$ cat config.mk
export PLATFORM = sky130hd
export DESIGN_NAME = inline_ecc_remap
export DESIGN_NICKNAME = d
export VERILOG_FILES = /design/src/rtl/ecc_remap_pkg.sv /design/src/rtl/ecc_div_iter.sv /design/src/rtl/ecc_line_compose.sv /design/src/rtl/inline_ecc_remap.sv
export SDC_FILE = /design/constraint.sdc
export NUM_CORES = 1
export LEC_CHECK = 0
export ABC_CLOCK_PERIOD_IN_PS = 3300
export BUFFER_PORTS_ARGS = -buffer_cell sky130_fd_sc_hd__buf_2
export CORE_ASPECT_RATIO = 1.2
export CORE_MARGIN = 4
export CORE_UTILIZATION = 50
export DETAILED_ROUTE_END_ITERATION = 12
export GPL_TIMING_DRIVEN = 1
export PLACE_DENSITY = 0.83
export SYNTH_ARGS = -nofsm -noshare
export SYNTH_HDL_FRONTEND = slang
export SYNTH_SLANG_ARGS = --single-unit
$ cat constraint.sdc
create_clock -name clk_i -period 3.3 [get_ports clk_i]
set_clock_uncertainty 0.05 [all_clocks]
set_input_delay 0 -clock clk_i [delete_from_list [all_inputs] [get_ports clk_i]]
set_output_delay 0 -clock clk_i [all_outputs]
set_load 0.01 [all_outputs]
$ cat src/rtl/ecc_remap_pkg.sv
package ecc_remap_pkg;
  localparam int unsigned GRP_W = 6;  // 64 lines per group
  typedef enum logic {ST_IDLE, ST_DIV} remap_st_e;
endpackage

$ cat src/rtl/ecc_div_iter.sv
module ecc_div_iter #(
  parameter int unsigned AW      = 20,
  parameter int unsigned DIVISOR = 62,
  localparam int unsigned RW     = $clog2(DIVISOR),
  localparam int unsigned CW     = $clog2(AW + 1)
) (
  input  logic          clk_i,
  input  logic          rst_ni,
  input  logic          start_i,
  input  logic [AW-1:0] dividend_i,
  output logic          done_o,
  output logic [AW-1:0] quo_o,
  output logic [RW-1:0] rem_o
);
  localparam logic [RW:0] DIV_V = (RW+1)'(DIVISOR);

  logic [AW-1:0] acc_q;
  logic [RW-1:0] rem_q;
  logic [CW-1:0] cnt_q;
  logic          run_q, done_q;
  logic [RW:0]   shift_v, sub_v;
  logic          ge;

  always_comb begin
    shift_v = {rem_q, acc_q[AW-1]};
    ge      = shift_v >= DIV_V;
    sub_v   = shift_v - DIV_V;
  end

  always_ff @(posedge clk_i or negedge rst_ni) begin
    if (!rst_ni) begin
      acc_q  <= '0;
      rem_q  <= '0;
      cnt_q  <= '0;
      run_q  <= 1'b0;
      done_q <= 1'b0;
    end else if (start_i) begin
      acc_q  <= dividend_i;
      rem_q  <= '0;
      cnt_q  <= '0;
      run_q  <= 1'b1;
      done_q <= 1'b0;
    end else if (run_q) begin
      acc_q <= {acc_q[AW-2:0], ge};
      rem_q <= ge ? sub_v[RW-1:0] : shift_v[RW-1:0];
      cnt_q <= cnt_q + 1'b1;
      if (cnt_q == CW'(AW - 1)) begin
        run_q  <= 1'b0;
        done_q <= 1'b1;
      end
    end else begin
      done_q <= 1'b0;
    end
  end

  assign done_o = done_q;
  assign quo_o  = acc_q;
  assign rem_o  = rem_q;
endmodule

$ cat src/rtl/ecc_line_compose.sv
module ecc_line_compose
  import ecc_remap_pkg::*;
#(
  parameter int unsigned AW         = 20,
  parameter int unsigned NUM_MC     = 8,
  parameter int unsigned DATA_LINES = 62,
  parameter logic [NUM_MC*$clog2(NUM_MC)-1:0] PERM = '0,
  localparam int unsigned MC_W      = $clog2(NUM_MC)
) (
  input  logic [AW-1:0]    quo_i,
  input  logic [GRP_W-1:0] ofs_i,
  input  logic             ecc_i,
  output logic [MC_W-1:0]  mc_o,
  output logic [AW-1:0]    dev_o,
  output logic [AW-1:0]    eccl_o
);
  logic [NUM_MC-1:0][MC_W-1:0] perm_tbl;
  logic [AW-1:0] local_grp, base;

  for (genvar k = 0; k < NUM_MC; k++) begin : g_tbl
    assign perm_tbl[k] = PERM[k*MC_W +: MC_W];
  end

  always_comb begin
    local_grp = quo_i >> MC_W;
    base      = local_grp << GRP_W;
    mc_o      = perm_tbl[quo_i[MC_W-1:0]];
    dev_o     = base | AW'(ofs_i);
    eccl_o    = ecc_i ? (base | AW'(DATA_LINES)) : '0;
  end
endmodule

$ cat src/rtl/inline_ecc_remap.sv
module inline_ecc_remap
  import ecc_remap_pkg::*;
#(
  parameter int unsigned AW         = 20,
  parameter int unsigned NUM_MC     = 8,
  parameter int unsigned DATA_LINES = 62,
  parameter logic [NUM_MC*$clog2(NUM_MC)-1:0] PERM =
    {3'd3, 3'd6, 3'd1, 3'd4, 3'd7, 3'd2, 3'd5, 3'd0},
  localparam int unsigned MC_W      = $clog2(NUM_MC),
  localparam int unsigned RW        = $clog2(DATA_LINES)
) (
  input  logic            clk_i,
  input  logic            rst_ni,
  input  logic            req_valid_i,
  output logic            req_ready_o,
  input  logic [AW-1:0]   req_line_i,
  input  logic            ecc_en_i,
  output logic            rsp_valid_o,
  output logic            rsp_ecc_o,
  output logic [MC_W-1:0] rsp_mc_o,
  output logic [AW-1:0]   rsp_dev_line_o,
  output logic [AW-1:0]   rsp_ecc_line_o
);
  remap_st_e st_q;
  logic fire, div_start, div_done, load_out, use_div;
  logic [AW-1:0]    div_quo, cmp_quo, c_dev, c_eccl;
  logic [RW-1:0]    div_rem;
  logic [GRP_W-1:0] cmp_ofs;
  logic [MC_W-1:0]  c_mc;

  assign req_ready_o = (st_q == ST_IDLE);
  assign fire        = req_valid_i && req_ready_o;
  assign div_start   = fire && ecc_en_i;
  assign use_div     = (st_q == ST_DIV);
  assign load_out    = (fire && !ecc_en_i) || (use_div && div_done);

  ecc_div_iter #(.AW(AW), .DIVISOR(DATA_LINES)) u_div (
    .clk_i, .rst_ni,
    .start_i(div_start), .dividend_i(req_line_i),
    .done_o(div_done), .quo_o(div_quo), .rem_o(div_rem)
  );

  // bypass: group is a plain shift
  always_comb begin
    if (use_div) begin
      cmp_quo = div_quo;
      cmp_ofs = GRP_W'(div_rem);
    end else begin
      cmp_quo = req_line_i >> GRP_W;
      cmp_ofs = req_line_i[GRP_W-1:0];
    end
  end

  ecc_line_compose #(.AW(AW), .NUM_MC(NUM_MC), .DATA_LINES(DATA_LINES), .PERM(PERM)) u_cmp (
    .quo_i(cmp_quo), .ofs_i(cmp_ofs), .ecc_i(use_div),
    .mc_o(c_mc), .dev_o(c_dev), .eccl_o(c_eccl)
  );

  always_ff @(posedge clk_i or negedge rst_ni) begin
    if (!rst_ni) begin
      st_q <= ST_IDLE;
    end else if (div_start) begin
      st_q <= ST_DIV;
    end else if (use_div && div_done) begin
      st_q <= ST_IDLE;
    end
  end

  always_ff @(posedge clk_i or negedge rst_ni) begin
    if (!rst_ni) begin
      rsp_valid_o    <= 1'b0;
      rsp_ecc_o      <= 1'b0;
      rsp_mc_o       <= '0;
      rsp_dev_line_o <= '0;
      rsp_ecc_line_o <= '0;
    end else begin
      rsp_valid_o <= load_out;
      if (load_out) begin
        rsp_ecc_o      <= use_div;
        rsp_mc_o       <= c_mc;
        rsp_dev_line_o <= c_dev;
        rsp_ecc_line_o <= c_eccl;
      end
    end
  end
endmodule

* Word-level counts from Yosys, hierarchy flattened *
Memories as Yosys holds them, arrays and structs flattened. A register that Yosys moved wholly into a read port is not among the register bits.
Index checks and enable logic that the tools add are counted.

storage, ports and cells
  input port bits = 24
  memories kept = 1
  memory bits (writable) = 0
  bits in latches = 0
  flip-flop bits (word level) = 76
  output and inout port bits = 46
  ROM bits = 24
  logic and storage cells = 45

operators by class
  div/mod/pow operators = 0
  multiply operators = 0
  reductions and logical operators = 9
  add/subtract/negate cells = 2
  bitwise operators = 2
  shifts and indexed selects = 0
  equality and inequality tests = 2
  muxes and demuxes = 18
  $lt $le $gt $ge = 1

memory list
  name             words  bits a word  read ports  clocked after Yosys merged registers in  wr ports  RTL line                source
  (no name shown)  8      3            1           1                                        0         ecc_line_compose.sv:27  mc_o = perm_tbl[quo_i[MC_W-1:0]];

operator list
  kind                   number
  $mux W20               3
  $mux W6                4
  $or A20 B6 Y20         1
  $mux W17               1
  $mux W5                2
  $mux W1                8
  $ge A7 B6 Y1 const B   1
  $sub A6 B6 Y6 const B  1
  $add A5 B1 Y5 const B  1
  $eq A5 B5 Y1 const B   1
  $logic_and A1 B1 Y1    4
  $reduce_bool A2 Y1     2
  $ne A3 B3 Y1 const B   1
  $logic_not A1 Y1       2
  $logic_or A1 B1 Y1     1
  $not A1 Y1             1

* Depth between registers and ports, before layout *
Gate-level depths: netlist (run 1).

  depth after elaboration = 4
  mapped depth = 7
  depth with buffers taken out = 5

* By module *
A second synthesis (run 1) with hierarchy kept.

unflattened totals
  cell total of the unflattened synthesis = 333
  area, all modules = 3967.6 µm²

modules (own cells, without submodules)
  module            area each (µm²)  instances  seq. area each (µm²)  cells an instance
  inline_ecc_remap  2026.9           1          1151.1                131
  ecc_div_iter      1606.5           1          825.8                 157
  ecc_line_compose  334.1            1          0.0                   45

* Worst setup path before layout (run 1) *
No wires, ideal clock.

  path type = reg2reg
  start point = reg u_div.rem_q[0] (netlist: u_div.rem_o[0])
  end point = reg u_div.rem_q[2] (netlist: u_div.rem_o[2])
  path buffers = 0
  library setup time = 0.137 ns
  period minus slack after synthesis = 1.343 ns
  arrival time = 1.156 ns
  path slack = 1.957 ns
  cell stages (with the launch flop) = 6
  path through = dfrtp_1 ha_1 nor2_1 a21oi_2 mux2i_1 a21oi_1

on the way
  word-level cells in the longest chain between the ends = 4
  elaborated cells on any way between the ends = 5
  those cells by class = add/sub: 1; order compare: 1; mux: 3

RTL lines
  what                                                  RTL line                                source
  start, declared                                       ecc_div_iter.sv:18                      logic [RW-1:0] rem_q;
  start signal, assigned                                ecc_div_iter.sv:45                      rem_q <= ge ? sub_v[RW-1:0] : shift_v[RW-1:0];
  $sub A6 B6 Y6 / $ge A7 B6 Y1 (equally long branches)  ecc_div_iter.sv:27, ecc_div_iter.sv:26
  $mux W6 (*)                                           ecc_div_iter.sv:45
  $mux W6 (*)                                           ecc_div_iter.sv:43                      end else if (run_q) begin
  $mux W6 (*)                                           ecc_div_iter.sv:37                      end else if (start_i) begin

Every way passes the cells marked *; elsewhere a longest branch is shown, timed or not. The select of a mux whose other input is x is not followed.
A chain may end at the register's enable or synchronous reset.

* Final worst setup path (run 1) *
  start point = reg u_div.run_q
  end point = reg u_div.acc_q[3] (netlist: u_div.quo_o[3])

on the way
  word-level cells in the longest chain between the ends = 1

RTL lines
  what                                 RTL line            source
  start, declared                      ecc_div_iter.sv:20  logic run_q, done_q;
  start signal, assigned               ecc_div_iter.sv:35  run_q <= 1'b0;
  start signal, assigned               ecc_div_iter.sv:41  run_q <= 1'b1;
  start signal, assigned               ecc_div_iter.sv:48  run_q <= 1'b0;
  $reduce_bool A2 Y1 (no source line)  n/a
  end signal, assigned                 ecc_div_iter.sv:38  acc_q <= dividend_i;
  end signal, assigned                 ecc_div_iter.sv:44  acc_q <= {acc_q[AW-2:0], ge};
  end, declared                        ecc_div_iter.sv:17  logic [AW-1:0] acc_q;

No other way between the ends.

==> results of run 1 <==
==> synth_stat cells, types with 4 or more instances <==
library cell  instances  area [µm²]
buf_6                 6        67.6
mux2i_1              42         420
nand3_1              13        65.1
buf_2                10        50.1
xor2_1                4        35.0
o21ai_2              18         158
nor2_1               27         101
o21ai_0               8        40.0
buf_4                11        82.6
inv_1                 4        15.0
dfrtp_1              70        1750
a21oi_1              25         125
nand2_1              52         195
==> cells by family after synthesis <==
| family | after synthesis | share of synthesized area [%] |
|---|---|---|
| AO/OA/AOI/OAI | 63 | 12.6 |
| XOR/XNOR | 7 | 1.83 |
| adder cells (fa/ha/maj) | 2 | 0.747 |
| buffers and inverters | 35 | 6.87 |
| flip-flops | 70 | 52.3 |
| multiplexers | 42 | 12.6 |
| other | 1 | 0.112 |
| AND/OR/NAND/NOR | 100 | 13.0 |
==> final timing paths <==
| check | slack, ns | end |
|---|---|---|
| setup / recovery | 1.39 | u_div.quo_o[3] |
| hold / removal | 0.32 | rsp_ecc_line_o[7] |
| setup reg to reg | 1.39 | u_div.quo_o[3] |
| hold reg to reg | 0.42 | rsp_ecc_line_o[16] |
| max in group asynchronous | 2.31 | u_div.cnt_q[4] |
| min in group clk_i | 0.35 | u_div.quo_o[0] |
==> layer usage <==
layer / wire length, µm / share of wire [%] / up-vias / track usage (%)
met2: 3700 / 50 / 82 / 32.2
met5: 0 / 0 / - / 0
li1: - / - / 1252 / -
met4: 271 / 3.6 / 0 / 10.2
met3: 389 / 5.2 / 25 / 4.36
met1: 3070 / 41 / 1201 / 24.1
==> registers in the layout (all words and copies together) (netlist names) <==
signal and cells:
rsp_dev_line_o 20, u_div.quo_o 20, rsp_ecc_line_o 12, u_div.rem_o 6, u_div.cnt_q 5, rsp_mc_o 3, rsp_valid_o 1, st_q 1
u_div.done_o 1, u_div.run_q 1
==> worst min-delay path, stage by stage <==
cell           delay [ns]
dlygate4sd3_1        0.51
buf_2                0.09
buf_4                0.65
==> metrics by stage <==
step | power, W | hold WS, ns
after floorplan | 0.00278 | -0.346
final | 0.00398 | 0.323
after detailed placement | 0.00320 | 0.188
after global routing | 0.00428 | 0.382
after CTS | 0.00400 | 0.355
after global placement | 0.00313 | 0.192
==> power groups by stage <==
stage,combinational [W],clock (W),sequential (W)
after CTS,0.00157,0.000778,0.00165
after global routing,0.00175,0.000821,0.00171
final,0.00155,0.000768,0.00166
after floorplan,0.00119,0,0.00159
after detailed placement,0.00153,0,0.00167
after global placement,0.00148,0,0.00165
==> repair_timing <==
item | CTS | global route
hold buffers | 23 | 0
endpoints found under the setup margin | 0 | 0
endpoints found under the hold margin | 110 | 0
==> final cells by class <==
class                   instances  area (µm²)  share of cell area [%]
flip-flops and latches         70        1750                    42.9
multi-input cells             215        1370                    33.5
repair buffers                 97         616                    15.1
clock buffers                   9         124                    3.03
well taps                      85         106                    2.60
clock inverters                 7        98.8                    2.42
inverters                       5        18.8                   0.460
==> flow_results.org, run 1 <==
** Status
- Run status :: finished clean

** STA
- The number of pins exceeding their max-slew limit in the final report came to 0.
- Final Hold Vio Count :: 0
- After layout, the minimum clock period comes to between 1.5 and 2 ns.
- Dividing the final minimum period by the clock period gives 57.7%.
- Unrepaired setup endpoints after global routing :: no
- Normalized max-slew margin :: 20.8%
- At the pin with the least slew margin, the transition time is 1.19 ns.
- Number of failing setup endpoints in the final timing report :: 0
- Worst path setup slack after routing :: between 1 and 1.5 ns
- Fin Setup TNS :: 0 ns
- Fmax :: 525 MHz

** Route
- The final route contains 2560 vias.
- After detailed routing, the number of remaining DRC violations is 0.
- In this run the remaining antenna-violating nets after routing total 0.
- Vias per inst :: 5.25
- Wire per inst :: 15.2 µm
- Router iterations before antenna repair :: 4
- In this run, the number of DRC markers left after iteration 0 of detailed routing was 198.
- Post-detailed-routing wire length :: 7430 µm

** Synth
- Share of async-settable or async-resettable flops after synthesis :: 100%
- Yosys reg bits :: 70
- The number of nets handed over by synthesis was 346.
- Syn. warnings :: 0
- Synthesis produced a netlist whose cell count is 320.
- In this run, synthesis inferred 0 flip-flops with an integrated enable.
- Synth Flop Type :: dfrtp_1
- Each instance of the synthesized netlist takes up on average ~10 µm².
- Of the synthesized area, sequential elements account for 52.3%.
- Combined area of all synthesized cells :: about 3300 µm²
- The number of different library cells used by synthesis comes to 33.

** Flow run
- Across the run, the number of max-cap violations was 0.

** Placement
- Cell Count Post-Placement :: 449
- The congestion estimate from routability-driven global placement came to 0.837.
- Worst slack after detailed placement :: 1.39 ns
- Placed standard-cell area :: approximately 3600 µm²
- Detailed placement finished with a half-perimeter wire length of just under 5000 µm.
- The count of buffers added on input and output ports is 68.

** Floorplanning
- For this configuration, the core starts out at a cell density of 51.6%.
- I/O Pins :: 70
- The die covers 8080 µm².
- Chip Height :: roughly 98 µm
- Number of rows created at floorplan :: 32
- Die extent in x :: 82.7 µm
- Core area :: 6490 µm²

** Setup path
- For the worst flop-to-flop path, the logic depth is 3.
- The critical path is of the reg2reg type.
- Longest individual stage delay on the worst path :: 1.13 ns
- The worst setup path is captured at a register.
- Worst Setup Start Kind :: register
- Worst path depth :: 3
- The critical path starts at u_div.run_q.
- The signal on the critical path passes through buf_4, mux2i_1, a21oi_1.
- Arrival time worst endpoint :: 2.07 ns
- Grouping stages by cell kind, the critical path spends the most delay in flip-flops.
- Critical-path maximum fanout :: 26
- Critical register-to-register path startpoint :: u_div.run_q
- Worst EP required :: 3.47 ns
- Number of buffer and inverter instances along the worst setup path :: 1
- Among all stages on the critical path, the largest delay is contributed by dfrtp_1.

** Power
- Switching portion of total power :: roughly two fifths
- Worst vdd rail ir drop :: 434 µV
- Internal portion of total power :: 0.00240 W
- Sequential group share of total power :: 41.6%
- Clock share of power :: 19.3%
- Switching Power :: 0.00157 W
- In this run the static leakage power is about 2.2 nW.
- In this run the power density over the cells is 974 nW/µm².
- Of the total power, combinational logic draws 39.0%.

** Clock tree
- CTS tree :: yes
- Clock H-tree levels :: 3
- CTS-repair resized insts :: 0
- The clock passes through at most 2 buffers.
- Buffers inserted during post-CTS setup optimization :: 0
- Clock tree synthesis inserted a total of 9 buffers.
- CTS Root Cell :: clkbuf_8
- For the worst-skew pair, the clock arrives at the later sink with an insertion delay of 0.35 ns.
- After clock tree synthesis, the clock-pin slew on the worst setup and hold paths is about 0.080 ns.
- Counting every sink on the clock net gives 70.

** Global route
- Pin count of the biggest net entering global routing :: between 70 and 80
- The first global-routing pass estimated between 10000 and 15000 µm of wire.
- Number of antenna violations at the first check in global routing :: 0
- Global routing finished with a remaining overflow of 0.
- Vias in the first global route :: around 2.6k
- GRT Overall Usage :: between 10% and 20%

** Cells and area
- Count of non-filler cells in the finished layout :: 488
- For this run, the share of the core covered by cells in the final layout is 63.0%.
- Counting the fill cells in the layout gives approximately 510.
- The repair_antennas step left the layout with diodes totalling 0.
- Synth-to-Final Area Change :: 21.9%
- Share of layout cells above drive strength 1 :: roughly 28%
- Final design area excluding fillers :: 4080 µm²
- The library cell used most frequently in the layout, excluding fill and tap cells, is dfrtp_1.
- Nets :: 424
- In the layout the commonest cells are dfrtp_1 (70), buf_2 (68), nand2_1 (52).

** Min path
- Class of the most critical hold timing path :: in2async
No activity file was read; power rests on OpenSTA's default activity.
==> run 2, diff against run 1 <==
--- a/config.mk
+++ b/config.mk
@@ -5,7 +5,7 @@
 export SDC_FILE = /design/constraint.sdc
 export NUM_CORES = 1
 export LEC_CHECK = 0
-export ABC_CLOCK_PERIOD_IN_PS = 3300
+export ABC_CLOCK_PERIOD_IN_PS = 2000
 export BUFFER_PORTS_ARGS = -buffer_cell sky130_fd_sc_hd__buf_2
 export CORE_ASPECT_RATIO = 1.2
 export CORE_MARGIN = 4
==> constraint.sdc (replaced) <==
create_clock -name clk_i -period 2 [get_ports clk_i]
set_clock_uncertainty 0.05 [all_clocks]
set_input_delay 0 -clock clk_i [delete_from_list [all_inputs] [get_ports clk_i]]
set_output_delay 0 -clock clk_i [all_outputs]
set_load 0.01 [all_outputs]
==> run 2 against run 1 <==
Maximum frequency increased by 20%. Routed wire length increased by 4.3%. Core utilization increased by 1.0 points. Critical path type unchanged. Critical endpoint is now rsp_mc_o[1].
==> flow_results.org, run 2 (synthesis results as in run 1) <==
** Status
- Run status :: finished clean

** Floorplanning
- Row generation in the floorplan step produced 32 rows.
- For this configuration, the core starts out at a cell density of 51.6%.
- Die extent in x :: between 80 and 90 µm
- The floorplan step defined a die boundary enclosing roughly 8100 µm².
- Core area :: 6490 µm²
- 70 I/O pins were placed.
- Chip Height :: between 90 and 100 µm

** Placement
- Half-perimeter wire length after detailed placement :: 5250 µm
- The congestion estimate from routability-driven global placement came to 0.808.
- # port buffers :: 68

** Route
- Wire per inst :: 15.8 µm
- Router iterations before antenna repair :: 6
- Post-detailed-routing wire length :: about 7800 µm
- For this block, the via count after detailed routing is approximately 2.6k.
- After the first detailed-routing iteration, the DRC count stood at 185.
- Remaining number of nets flagged by the antenna check after routing :: 0
- After detailed routing, the number of vias per cell comes to 5.38.
- Detailed-route DRC error count :: 0

** Power
- Power spread over the standard cell area amounts to 1630 nW/µm².
- Across the VDD grid, the largest voltage drop is between 800 and 900 µV.
- For this design the static power due to leakage is 2.22 nW.
- Power comes to slightly below 0.007 W.

** Setup path
- Worst Setup Start Kind :: register
- Critical-path maximum fanout :: 21
- Worst EP required :: 2.23 ns
- The critical path is of the reg2reg type.
- At the worst endpoint, the arrival time is 1.82 ns.
- Endpoint kind of the worst setup timing path :: register

** Clock tree
- The tree built by TritonCTS fans out to 70 sinks.
- Clock insertion delay at the later pin of the skew report :: 0.35 ns
- Clock-pin slew on the worst setup and hold paths :: 0.08 ns
- CTS tree :: yes
- Clock buffers created by TritonCTS :: 9
- Maximum clock path buffer count :: 2
- In this run the number of H-tree levels came out at 3.
- Once the clock tree was built, the resizer swapped 0 gates to a different size.
- The tree is rooted in a clkbuf_8.

** Cells and area
- Commonest cells after routing, fill and taps aside :: dfrtp_1 (70), buf_2 (68), nand2_1 (52)
- Synth-to-Final Area Change :: 23.9%
- The number of antenna diodes in the final layout is 0.
- Commonest non-fill, non-tap cell in the layout :: dfrtp_1
- Share of layout cells above drive strength 1 :: 28.5%
- For this run, the post-layout net count is 428.

** Global route
- Vias in the first global route :: 2600
- GRT Overall Usage :: 20.8%
- Pin count of the biggest net entering global routing :: 44
- The total overflow left after global routing is 0.
- First-pass GRT wire length :: roughly 13000 µm
- Number of antenna violations at the first check in global routing :: 0

** STA
- Normalized max-slew margin :: between 50 and 60%
- The number of failing hold endpoints at the final stage is 0.
- Unrepaired setup endpoints after global routing :: no
- Setup violations remaining at the end of the flow were counted as 0.
- The clock period could shrink to roughly 1.6 ns.
- The number of pins exceeding their max-slew limit in the final report came to 0.
- Adding up every negative setup slack in the final design gives 0 ns.
- Final Cycle Share :: 79.6%
- Slew at the pin with the worst max-slew slack :: between 0.6 and 0.7 ns
- Static timing analysis puts the maximum clock frequency at approximately 630 MHz.

** Flow run
- Number of violations of the max-capacitance limit :: 0

** Min path
- Class of the most critical hold timing path :: in2reg
[run 2: changes by cell type in the layout (fill, tap and decap cells not counted), sizes merged]
cell	change
buf	+4
bufinv	+1
clkinv	-1
clkinvlp	-1
inv	+1
[run 2: layout make-up]
type / instances / area (µm²)
Multi-Input combinational cell: 215 / 1370
Sequential cell: 70 / 1750
Clock inverter: 7 / 121
Inverter: 5 / 18.8
Clock buffer: 9 / 124
Timing Repair Buffer: 101 / 658
Tap cell: 85 / 106
Fill cell: 534 / 2340
[run 2: worst paths after layout]
check | start | endpoint | slack (ns) | cells after the start
worst max-delay path | st_q | rsp_mc_o[1] | 0.41 | 5
worst min-delay path | req_valid_i | u_div.run_q | 0.09 | 3
worst max register to register | st_q | rsp_mc_o[1] | 0.41 | 5
worst min register to register | rsp_ecc_line_o[13] | rsp_ecc_line_o[13] | 0.42 | 2
max in group asynchronous | rst_ni | u_div.run_q | 1.08 | 3
min in group asynchronous | rst_ni | rsp_dev_line_o[4] | 0.16 | 2
[run 2: critical path, cell delays in order, from the launching register on]
cell and delay [ns]:
dfrtp_1 0.42, nand2_1 0.09, o31a_2 0.43, buf_4 0.35, nand2_1 0.11, o21ai_2 0.07
[run 2: routing by layer]
metal	global-route usage, %	up-vias	wire length, µm
li1	-	1261	-
met1	25.1	1266	3080
met2	34.0	93	3940
met3	6.03	28	472
met4	8.93	0	255
met5	0	-	0
[run 2: where the power goes]
part	switching, W	internal, W	leakage (nW)
clock network	0.000566	0.000834	0.124
logic	0.00147	0.00123	1.23
registers	0.000585	0.00206	0.858
[run 2: per-stage QoR]
stage	instance area (µm²)	utilization, %	cells	hold slack (ns)	setup WS, ns
2_1_floorplan	3350	-	320	-0.346	0.657
3_3_place_gp	3670	56.6	453	0.0112	0.492
3_5_place_dp	3670	56.6	453	0.0206	0.445
4_1_cts	4150	64.0	492	0.0934	0.405
5_1_grt	4150	64.0	492	0.119	0.265
6_report	4150	64.0	492	0.0908	0.408
[run 2: repair_timing]
action / 4_1_cts / 5_1_grt
hold endpoints to repair: 67 / 0
buffers inserted: 0 / 0
hold buffers: 23 / 0
